--- src/rtl/mbox_pkg.sv ---
package mbox_pkg;
  // Word (address/4) indices of the register regions.
  localparam int W_RMT_EN = 16;  // 0x40 other user's enable (read only)
  localparam int W_RMT_ST = 20;  // 0x50 other user's status (read only)
  localparam int W_LOC_EN = 24;  // 0x60 own enable
  localparam int W_LOC_ST = 28;  // 0x70 own status, receive bits W1C
  localparam int W_FSTAT  = 64;  // 0x100 + 4n, bit 0 = full
  localparam int W_MSTAT  = 80;  // 0x140 + 4n, queued word count
  localparam int W_DATA   = 96;  // 0x180 + 4n, push / pop port
endpackage

--- src/rtl/mbox_fifo.sv ---
module mbox_fifo #(
  parameter int DW    = 32,
  parameter int DEPTH = 4
) (
  input  logic                         clk,
  input  logic                         rst,
  input  logic                         push_i,
  input  logic [DW-1:0]                wdata_i,
  input  logic                         pop_i,
  output logic [DW-1:0]                head_o,
  output logic [$clog2(DEPTH+1)-1:0]   count_o,
  output logic                         full_o,
  output logic                         empty_o
);
  localparam int PW = (DEPTH > 1) ? $clog2(DEPTH) : 1;
  localparam int CW = $clog2(DEPTH + 1);

  logic [DW-1:0] mem [DEPTH];
  logic [PW-1:0] wr_ptr, rd_ptr;
  logic [CW-1:0] cnt;
  logic          do_push, do_pop;

  assign full_o  = (cnt == CW'(DEPTH));
  assign empty_o = (cnt == '0);
  assign do_push = push_i && !full_o;   // push judged on the pre-edge level
  assign do_pop  = pop_i && !empty_o;
  assign head_o  = mem[rd_ptr];
  assign count_o = cnt;

  function automatic logic [PW-1:0] nxt(input logic [PW-1:0] p);
    return (p == PW'(DEPTH - 1)) ? '0 : p + PW'(1);
  endfunction

  // storage without reset so it maps to memory
  always_ff @(posedge clk) begin
    if (do_push) mem[wr_ptr] <= wdata_i;
  end

  always_ff @(posedge clk) begin
    if (rst) begin
      wr_ptr <= '0;
      rd_ptr <= '0;
      cnt    <= '0;
    end else begin
      if (do_push) wr_ptr <= nxt(wr_ptr);
      if (do_pop)  rd_ptr <= nxt(rd_ptr);
      case ({do_push, do_pop})
        2'b10:   cnt <= cnt + CW'(1);
        2'b01:   cnt <= cnt - CW'(1);
        default: cnt <= cnt;
      endcase
    end
  end

  // the count never exceeds the depth
  p_no_overflow_r2: assert property (@(posedge clk) disable iff (rst)
    cnt <= CW'(DEPTH));

  // a push into a full buffer without a pop leaves the count alone
  p_full_drop_r2: assert property (@(posedge clk) disable iff (rst)
    (full_o && push_i && !pop_i) |=> $stable(cnt));

  // a pop from an empty buffer without a push keeps it empty
  p_empty_pop_r3: assert property (@(posedge clk) disable iff (rst)
    (empty_o && pop_i && !push_i) |=> (cnt == '0));
endmodule

--- src/rtl/mbox_user.sv ---
module mbox_user
  import mbox_pkg::*;
#(
  parameter int NCH   = 8,
  parameter int DW    = 32,
  parameter int AW    = 10,
  parameter int CW    = 3,
  parameter int SW    = 2 * NCH
) (
  input  logic                     clk,
  input  logic                     rst,
  input  logic                     req_i,
  input  logic                     we_i,
  input  logic [AW-3:0]            wd_i,
  input  logic [SW-1:0]            wbits_i,
  input  logic [NCH-1:0]           snd_i,
  input  logic [NCH-1:0]           full_i,
  input  logic [NCH-1:0]           empty_i,
  input  logic [NCH-1:0][CW-1:0]   cnt_i,
  input  logic [NCH-1:0][DW-1:0]   head_i,
  input  logic [SW-1:0]            oth_stat_i,
  input  logic [SW-1:0]            oth_en_i,
  output logic [SW-1:0]            stat_o,
  output logic [SW-1:0]            en_o,
  output logic [DW-1:0]            rdata_o,
  output logic                     irq_o
);
  logic [NCH-1:0] rx_q, tx_q, clr;
  logic [SW-1:0]  en_q;
  logic [DW-1:0]  rd_val, rdata_q;
  logic           irq_q;
  int             w;

  assign w = int'(wd_i);

  always_comb begin
    for (int n = 0; n < NCH; n++) begin
      stat_o[2*n]   = rx_q[n];
      stat_o[2*n+1] = tx_q[n];
      clr[n] = req_i && we_i && (w == W_LOC_ST) && wbits_i[2*n];
    end
  end

  always_comb begin
    rd_val = '0;
    if (w == W_RMT_EN) rd_val = DW'(oth_en_i);
    if (w == W_RMT_ST) rd_val = DW'(oth_stat_i);
    if (w == W_LOC_EN) rd_val = DW'(en_q);
    if (w == W_LOC_ST) rd_val = DW'(stat_o);
    for (int n = 0; n < NCH; n++) begin
      if (w == n / 4) begin
        rd_val[8*(n%4)]   = !snd_i[n];
        rd_val[8*(n%4)+4] = snd_i[n];
      end
      if (w == W_FSTAT + n) rd_val = DW'(full_i[n]);
      if (w == W_MSTAT + n) rd_val = DW'(cnt_i[n]);
      if (w == W_DATA + n)  rd_val = (snd_i[n] || empty_i[n]) ? '0 : head_i[n];
    end
  end

  always_ff @(posedge clk) begin
    if (rst) begin
      rx_q    <= '0;
      tx_q    <= '0;
      en_q    <= '0;
      rdata_q <= '0;
      irq_q   <= 1'b0;
    end else begin
      // receive bit: set while receiving with data, cleared by W1C only when empty
      rx_q  <= (~snd_i & ~empty_i) | (rx_q & ~(clr & empty_i));
      tx_q  <= snd_i & ~full_i;
      if (req_i && we_i && (w == W_LOC_EN)) en_q <= wbits_i;
      if (req_i && !we_i) rdata_q <= rd_val;
      irq_q <= |(stat_o & en_q);
    end
  end

  assign en_o    = en_q;
  assign rdata_o = rdata_q;
  assign irq_o   = irq_q;

  // a receive bit whose buffer holds data survives the next edge
  p_rx_sticky_r6: assert property (@(posedge clk) disable iff (rst)
    1'b1 |=> (($past(rx_q & ~empty_i) & ~rx_q) == '0));

  // the interrupt line is only raised with some enable bit set
  p_irq_needs_en_r9: assert property (@(posedge clk) disable iff (rst)
    irq_q |-> ($past(en_q) != '0));
endmodule

--- src/rtl/msg_box.sv ---
module msg_box
  import mbox_pkg::*;
#(
  parameter int NCH   = 8,
  parameter int DEPTH = 4,
  parameter int DW    = 32,
  parameter int AW    = 10
) (
  input  logic          clk,
  input  logic          rst,
  input  logic          a_req,
  input  logic          a_we,
  input  logic [AW-1:0] a_addr,
  input  logic [DW-1:0] a_wdata,
  output logic [DW-1:0] a_rdata,
  output logic          a_irq,
  input  logic          b_req,
  input  logic          b_we,
  input  logic [AW-1:0] b_addr,
  input  logic [DW-1:0] b_wdata,
  output logic [DW-1:0] b_rdata,
  output logic          b_irq
);
  localparam int SW = 2 * NCH;
  localparam int CW = $clog2(DEPTH + 1);

  logic          ureq [2];
  logic          uwe  [2];
  logic [AW-3:0] uwd  [2];
  logic [DW-1:0] uwdat[2];
  logic [DW-1:0] urd  [2];
  logic          uirq [2];
  logic [SW-1:0] stat [2];
  logic [SW-1:0] en   [2];
  logic [NCH-1:0] snd [2];

  // misaligned accesses are ignored
  assign ureq[0]  = a_req && (a_addr[1:0] == 2'b00);
  assign ureq[1]  = b_req && (b_addr[1:0] == 2'b00);
  assign uwe[0]   = a_we;
  assign uwe[1]   = b_we;
  assign uwd[0]   = a_addr[AW-1:2];
  assign uwd[1]   = b_addr[AW-1:2];
  assign uwdat[0] = a_wdata;
  assign uwdat[1] = b_wdata;

  // dir_q[n] = 1 : B sends on channel n
  logic [NCH-1:0] dir_q;
  assign snd[0] = ~dir_q;
  assign snd[1] = dir_q;

  always_ff @(posedge clk) begin
    if (rst) begin
      dir_q <= '0;
    end else begin
      // B first, A last, so A wins a same-cycle conflict
      for (int u = 1; u >= 0; u--) begin
        if (ureq[u] && uwe[u]) begin
          for (int n = 0; n < NCH; n++) begin
            if (int'(uwd[u]) == n / 4) begin
              if (uwdat[u][8*(n%4)+4])  dir_q[n] <= (u == 1);
              else if (uwdat[u][8*(n%4)]) dir_q[n] <= (u == 0);
            end
          end
        end
      end
    end
  end

  logic [NCH-1:0]          full, empty;
  logic [NCH-1:0][CW-1:0]  cnt;
  logic [NCH-1:0][DW-1:0]  head;

  for (genvar n = 0; n < NCH; n++) begin : g_ch
    logic hit_a, hit_b, push, pop;
    assign hit_a = ureq[0] && (int'(uwd[0]) == W_DATA + n);
    assign hit_b = ureq[1] && (int'(uwd[1]) == W_DATA + n);
    assign push  = dir_q[n] ? (hit_b && uwe[1])  : (hit_a && uwe[0]);
    assign pop   = dir_q[n] ? (hit_a && !uwe[0]) : (hit_b && !uwe[1]);

    mbox_fifo #(.DW(DW), .DEPTH(DEPTH)) u_fifo (
      .clk     (clk),
      .rst     (rst),
      .push_i  (push),
      .wdata_i (dir_q[n] ? uwdat[1] : uwdat[0]),
      .pop_i   (pop),
      .head_o  (head[n]),
      .count_o (cnt[n]),
      .full_o  (full[n]),
      .empty_o (empty[n])
    );
  end

  for (genvar u = 0; u < 2; u++) begin : g_user
    mbox_user #(.NCH(NCH), .DW(DW), .AW(AW), .CW(CW), .SW(SW)) u_user (
      .clk        (clk),
      .rst        (rst),
      .req_i      (ureq[u]),
      .we_i       (uwe[u]),
      .wd_i       (uwd[u]),
      .wbits_i    (uwdat[u][SW-1:0]),
      .snd_i      (snd[u]),
      .full_i     (full),
      .empty_i    (empty),
      .cnt_i      (cnt),
      .head_i     (head),
      .oth_stat_i (stat[1-u]),
      .oth_en_i   (en[1-u]),
      .stat_o     (stat[u]),
      .en_o       (en[u]),
      .rdata_o    (urd[u]),
      .irq_o      (uirq[u])
    );
  end

  assign a_rdata = urd[0];
  assign b_rdata = urd[1];
  assign a_irq   = uirq[0];
  assign b_irq   = uirq[1];

  // a sender whose buffer is full loses its transmit bit one edge later
  p_tx_full_r7: assert property (@(posedge clk) disable iff (rst)
    (full[0] && !dir_q[0] && $stable(dir_q)) |=> !stat[0][1]);
endmodule

--- config.mk ---
export PLATFORM = sky130hd
export DESIGN_NAME = msg_box
export DESIGN_NICKNAME = d
export VERILOG_FILES = /design/src/rtl/mbox_pkg.sv /design/src/rtl/mbox_fifo.sv /design/src/rtl/mbox_user.sv /design/src/rtl/msg_box.sv
export SDC_FILE = /design/constraint.sdc
export NUM_CORES = 2
export LEC_CHECK = 0
export BUFFER_PORTS_ARGS = -buffer_cell sky130_fd_sc_hd__buf_2
export CORE_MARGIN = 2
export CORE_UTILIZATION = 53
export DETAILED_ROUTE_END_ITERATION = 7
export PLACE_DENSITY_LB_ADDON = 0.2
export SYNTH_ARGS = -nofsm -noshare
export SYNTH_HDL_FRONTEND = slang
export SYNTH_SLANG_ARGS = --single-unit
--- constraint.sdc ---
create_clock -name clk -period 2.8 [get_ports clk]
set_clock_uncertainty 0.2 [all_clocks]
set_input_delay 0 -clock clk [delete_from_list [all_inputs] [get_ports clk]]
set_output_delay 0 -clock clk [all_outputs]
set_load 0.005 [all_outputs]
==> impl_metrics.yaml <==
sta:
  rsz0062_at_grt: "false"
  post-route-min-period_ns: 2.88
  worst_pin_slew_ns: 1.09
  slew_headroom: 0.275
  setup_viol: 3
  fmax_mhz: 348
  min_period_over_period: 1.03
  finalMaxSlewViolations: 0
  fin_ws_ns: -0.0761
  hold_viol: 0
global_routing:
  grt_pass1_wl_um: 268000
  grt_pass1_vias: 36600
  grt_overflow: 0
  antenna_found_initial: 6
  grt_max_degree: 112
  grt_use_total: 0.355
drt:
  drc: 2
  drtIter0Drc: 5518
  antenna_left: 0
  first_pass_iters: 8
  vias: 37600
  wl_per_cell_um: 34.1
  wl_um: 190000
  via_per_inst: 6.76
critical_path:
  crit_type: "input pin to register"
  worstPathArrival_ns: 3.29
  slowest_delay_ns: 0.68
  crit_path_end_kind: "register"
  path_common_cell: "dlygate4sd3_1"
  worstPathMaxFanout: 15
  critPathRequiredTime_ns: 3.22
  crit_chain: "dlygate4sd3_1 > buf_2 > buf_4 > nor4b_4 > dlygate4sd3_1 > nand4_1 > o21bai_1 > o311ai_0 > a21oi_1 > o21ai_0"
  crit_slowest_cell: "dlygate4sd3_1"
  critPathLaunchType: "input pin"
synthesis:
  syn_area_um2: 55600
  muxShareOfSynthArea: 0.174
  yosysWarningCount: 0
  avgSynthCellArea_um2: 15.3
  synth-seq-cells: 1234
  ys_seq_area_frac: 0.629
  synthArstFlopShare: 0
  synth_top_family_by_area: "multiplexers"
  synth_compound_area_frac: 0.0833
  synth_adder_area_share: 0.0137
  ys.flop_type: "edfxtp_1"
  yosys.cell_types.count: 99
  syn-num-nets: 3768
  synth-xor-area-share: 0.00252
  synth-simple-area-share: 0.0707
  syn-instance-count: 3622
  synth-edff-count: 1024
power_and_ir_drop:
  switching_share: 0.212
  switchingPower_uw: 8080
  p_comb_frac: 0.036
  ir_drop_mv: 0.499
  power_frac_clock: 0.444
  total_power_uw: 38200
  p_seq_frac: 0.520
  internal-power_uw: 30100
  cellPowerDensity_nw_per_um2: 581
  p_leak_uw: 0.0213
cts:
  cts_tree: "done"
  clock_latency_ns: 0.76
  cts-buffers-inserted: 130
  root_buffer: "clkbuf_16"
  clkTransAtPathRegs_ns: 0.06
  htreeDepth: 4
  cts_sinks: 1234
  cts.path.max_buffers: 3
run:
  drv_cap: 0
floorplan:
  ios: 156
  core_area_um2: 104000
  die_area_um2: 107000
  start_util: 0.535
  dieHeight_um: 328
  row_count: 118
  fp.dieW_um: 328
finish:
  fin_nets: 4229
  drive_gt1_frac: 0.323
  synthToLayoutAreaGrowth_pct: 18.3
  post-route-util: 0.633
  fillCellCount: 7509
outcome:
  violations: "DRC, setup timing"
  status: "complete, but fails checks"
placed_design:
  gp_congestion: 1.07
  dpl_worst_slack_ns: 0.00468
  dp_hpwl_um: 133000
  portBuffers: 155
hold_path:
  hold_path.class: "input pin to register"
==> state kept, by name (all words and copies together), names as in the netlist, named ones only <==
signal	cells
g_user.u_user.rdata_o	64
g_user.u_user.en_o	32
g_user.u_user.rx_q	16
dir_q	8
g_ch.u_fifo.count_o	24
g_user.u_user.tx_q	16
g_ch.u_fifo.mem	1024
g_user.u_user.irq_o	2
g_ch.u_fifo.rd_ptr	16
g_ch.u_fifo.wr_ptr	16
==> cell usage after synthesis, drive strengths merged, types with 6 or more instances <==
| master | count | area share |
|---|---|---|
| and3 | 26 | 0.0029 |
| o21ai | 77 | 0.0070 |
| and4bb | 7 | 0.0016 |
| inv | 67 | 0.0045 |
| o31ai | 7 | 0.00095 |
| a311oi | 6 | 0.00095 |
| o22ai | 16 | 0.0018 |
| mux4 | 263 | 0.11 |
| nand4 | 30 | 0.0034 |
| nand2 | 214 | 0.015 |
| edfxtp | 1024 | 0.55 |
| and2 | 38 | 0.0043 |
| or4b | 8 | 0.0016 |
| ha | 48 | 0.011 |
| nor4 | 28 | 0.0050 |
| mux2 | 278 | 0.056 |
| or3 | 17 | 0.0020 |
| nor2 | 154 | 0.011 |
| nand3 | 88 | 0.0080 |
| a22oi | 162 | 0.022 |
| fa | 8 | 0.0029 |
| a31oi | 53 | 0.0060 |
| nor3 | 35 | 0.0034 |
| a221oi | 27 | 0.0044 |
| o211ai | 27 | 0.0036 |
| nor4b | 12 | 0.0037 |
| buf | 139 | 0.014 |
| a21o | 10 | 0.0014 |
| a211oi | 21 | 0.0030 |
| mux2i | 59 | 0.011 |
| a31o | 13 | 0.0020 |
| a22o | 38 | 0.0060 |
| dfxtp | 210 | 0.076 |
| a222oi | 8 | 0.0014 |
| xor2 | 16 | 0.0025 |
| nand4bb | 10 | 0.0026 |
| clkbuf | 133 | 0.0090 |
| a21oi | 141 | 0.014 |
| nor3b | 16 | 0.0023 |
==> what timing repair did <==
| item | 4_1_cts | 5_1_grt |
|---|---|---|
| buffers inserted | 0 | 4 |
| hold buffers | 119 | 0 |
| endpoints found under the hold margin | 1229 | 0 |
| gates resized for setup | 1 | 12 |
| pin swaps | 0 | 2 |
| endpoints found under the setup margin | 1 | 43 |
==> worst max-delay path, delay by kind of cell <==
family	cells	cell delay (ns)
buffers and inverters	4	1.50
AND/OR/NAND/NOR	2	0.70
AO/OA/AOI/OAI	4	1.08
==> final timing paths <==
check | start | cells after the start | slack (ns) | endpoint
hold reg to reg | g_ch[3].u_fifo.rd_ptr[1] | 2 | 0.25 | register
setup / recovery | a_addr[7] | 10 | -0.08 | g_user[0].u_user.rdata_o[1]
setup reg to reg | dir_q[0] | 7 | 0.03 | g_user[0].u_user.rdata_o[2]
hold / removal | a_wdata[13] | 4 | 0.08 | g_user[0].u_user.en_o[13]
==> per-stage QoR <==
stage | TNS (ns) | cells | hold slack (ns) | area (um^2)
after floorplan | 0 | 3622 | -0.0528 | 55600
after global placement | 0 | 5208 | 0.169 | 60300
after detailed placement | 0 | 5208 | 0.171 | 60300
after CTS | 0 | 5562 | 0.0224 | 65700
after global routing | 0 | 5566 | 0.0839 | 65700
final | -0.164 | 5567 | 0.0752 | 65800
==> power by group through the flow <==
stage          clock network, uW  logic [uW]  registers, uW
2_1_floorplan                  0         576          20200
3_3_place_gp                   0        1160          20300
3_5_place_dp                   0        1180          20300
4_1_cts                    17100        1300          19900
5_1_grt                    17900        1390          19900
6_report                   17000        1360          19900
==> logic make-up (layout without fill, tap and decap cells) <==
| group | Yosys count | in the layout |
|---|---|---|
| AO/OA/AOI/OAI | 663 | 663 |
| AND/OR/NAND/NOR | 714 | 714 |
| other | 0 | 1 |
| flip-flops | 1234 | 1234 |
| adder cells (fa/ha/maj) | 56 | 56 |
| XOR/XNOR | 16 | 16 |
| buffers and inverters | 339 | 903 |
| multiplexers | 600 | 600 |
==> layout by cell type (no fill, tap or decap), types with 9 or more instances in the layout <==
| cell type | Yosys | layout |
|---|---|---|
| edfxtp_1 | 1024 | 1024 |
| mux2_2 | 278 | 278 |
| mux4_2 | 263 | 263 |
| buf_4 | 16 | 253 |
| nand2_1 | 212 | 212 |
| dfxtp_1 | 210 | 183 |
| a22oi_1 | 160 | 160 |
| buf_2 | 80 | 154 |
| nor2_1 | 149 | 149 |
| clkbuf_16 | 0 | 136 |
| a21oi_1 | 133 | 132 |
| dlygate4sd3_1 | 0 | 118 |
| nand3_1 | 87 | 87 |
| o21ai_0 | 72 | 72 |
| buf_12 | 0 | 72 |
| inv_1 | 67 | 67 |
| mux2i_1 | 59 | 59 |
| a31oi_1 | 53 | 53 |
| ha_1 | 48 | 48 |
| clkbuf_1 | 133 | 40 |
| a22o_1 | 38 | 38 |
| and2_2 | 0 | 32 |
| nor3_1 | 32 | 30 |
| nand4_1 | 30 | 30 |
| o211ai_1 | 27 | 27 |
| dfxtp_2 | 0 | 27 |
| a221oi_1 | 26 | 25 |
| and3_1 | 26 | 24 |
| a211oi_1 | 19 | 19 |
| nor4_1 | 20 | 18 |
| clkinv_1 | 0 | 17 |
| or3_1 | 16 | 16 |
| xor2_1 | 16 | 16 |
| o22ai_1 | 16 | 16 |
| nor3b_1 | 14 | 13 |
| a31o_2 | 13 | 13 |
| clkinv_2 | 0 | 13 |
| clkbuf_8 | 0 | 11 |
| a21o_1 | 10 | 10 |
| nor4b_4 | 5 | 9 |
==> final cells by class <==
| class | count | area, um^2 | share of cell area |
|---|---|---|---|
| antenna | 1 | 2.50 | 0.0000381 |
| clock buffer | 187 | 3700 | 0.0563 |
| multi-input combinational | 2049 | 19200 | 0.293 |
| clock inverter | 48 | 485 | 0.00738 |
| tap | 1380 | 1730 | 0.0263 |
| timing repair buffer | 601 | 5340 | 0.0813 |
| inverter | 67 | 251 | 0.00382 |
| sequential | 1234 | 35000 | 0.532 |
==> per-layer routing <==
metal	vias to the layer above	GRT usage	part of all wire
li1	15400	-	-
met3	688	0.0891	0.11
met1	18800	0.455	0.36
met4	8	0.241	0.083
met2	2694	0.538	0.45
met5	-	0	0.00032
Note: power is estimated with default switching activity, not from simulation.
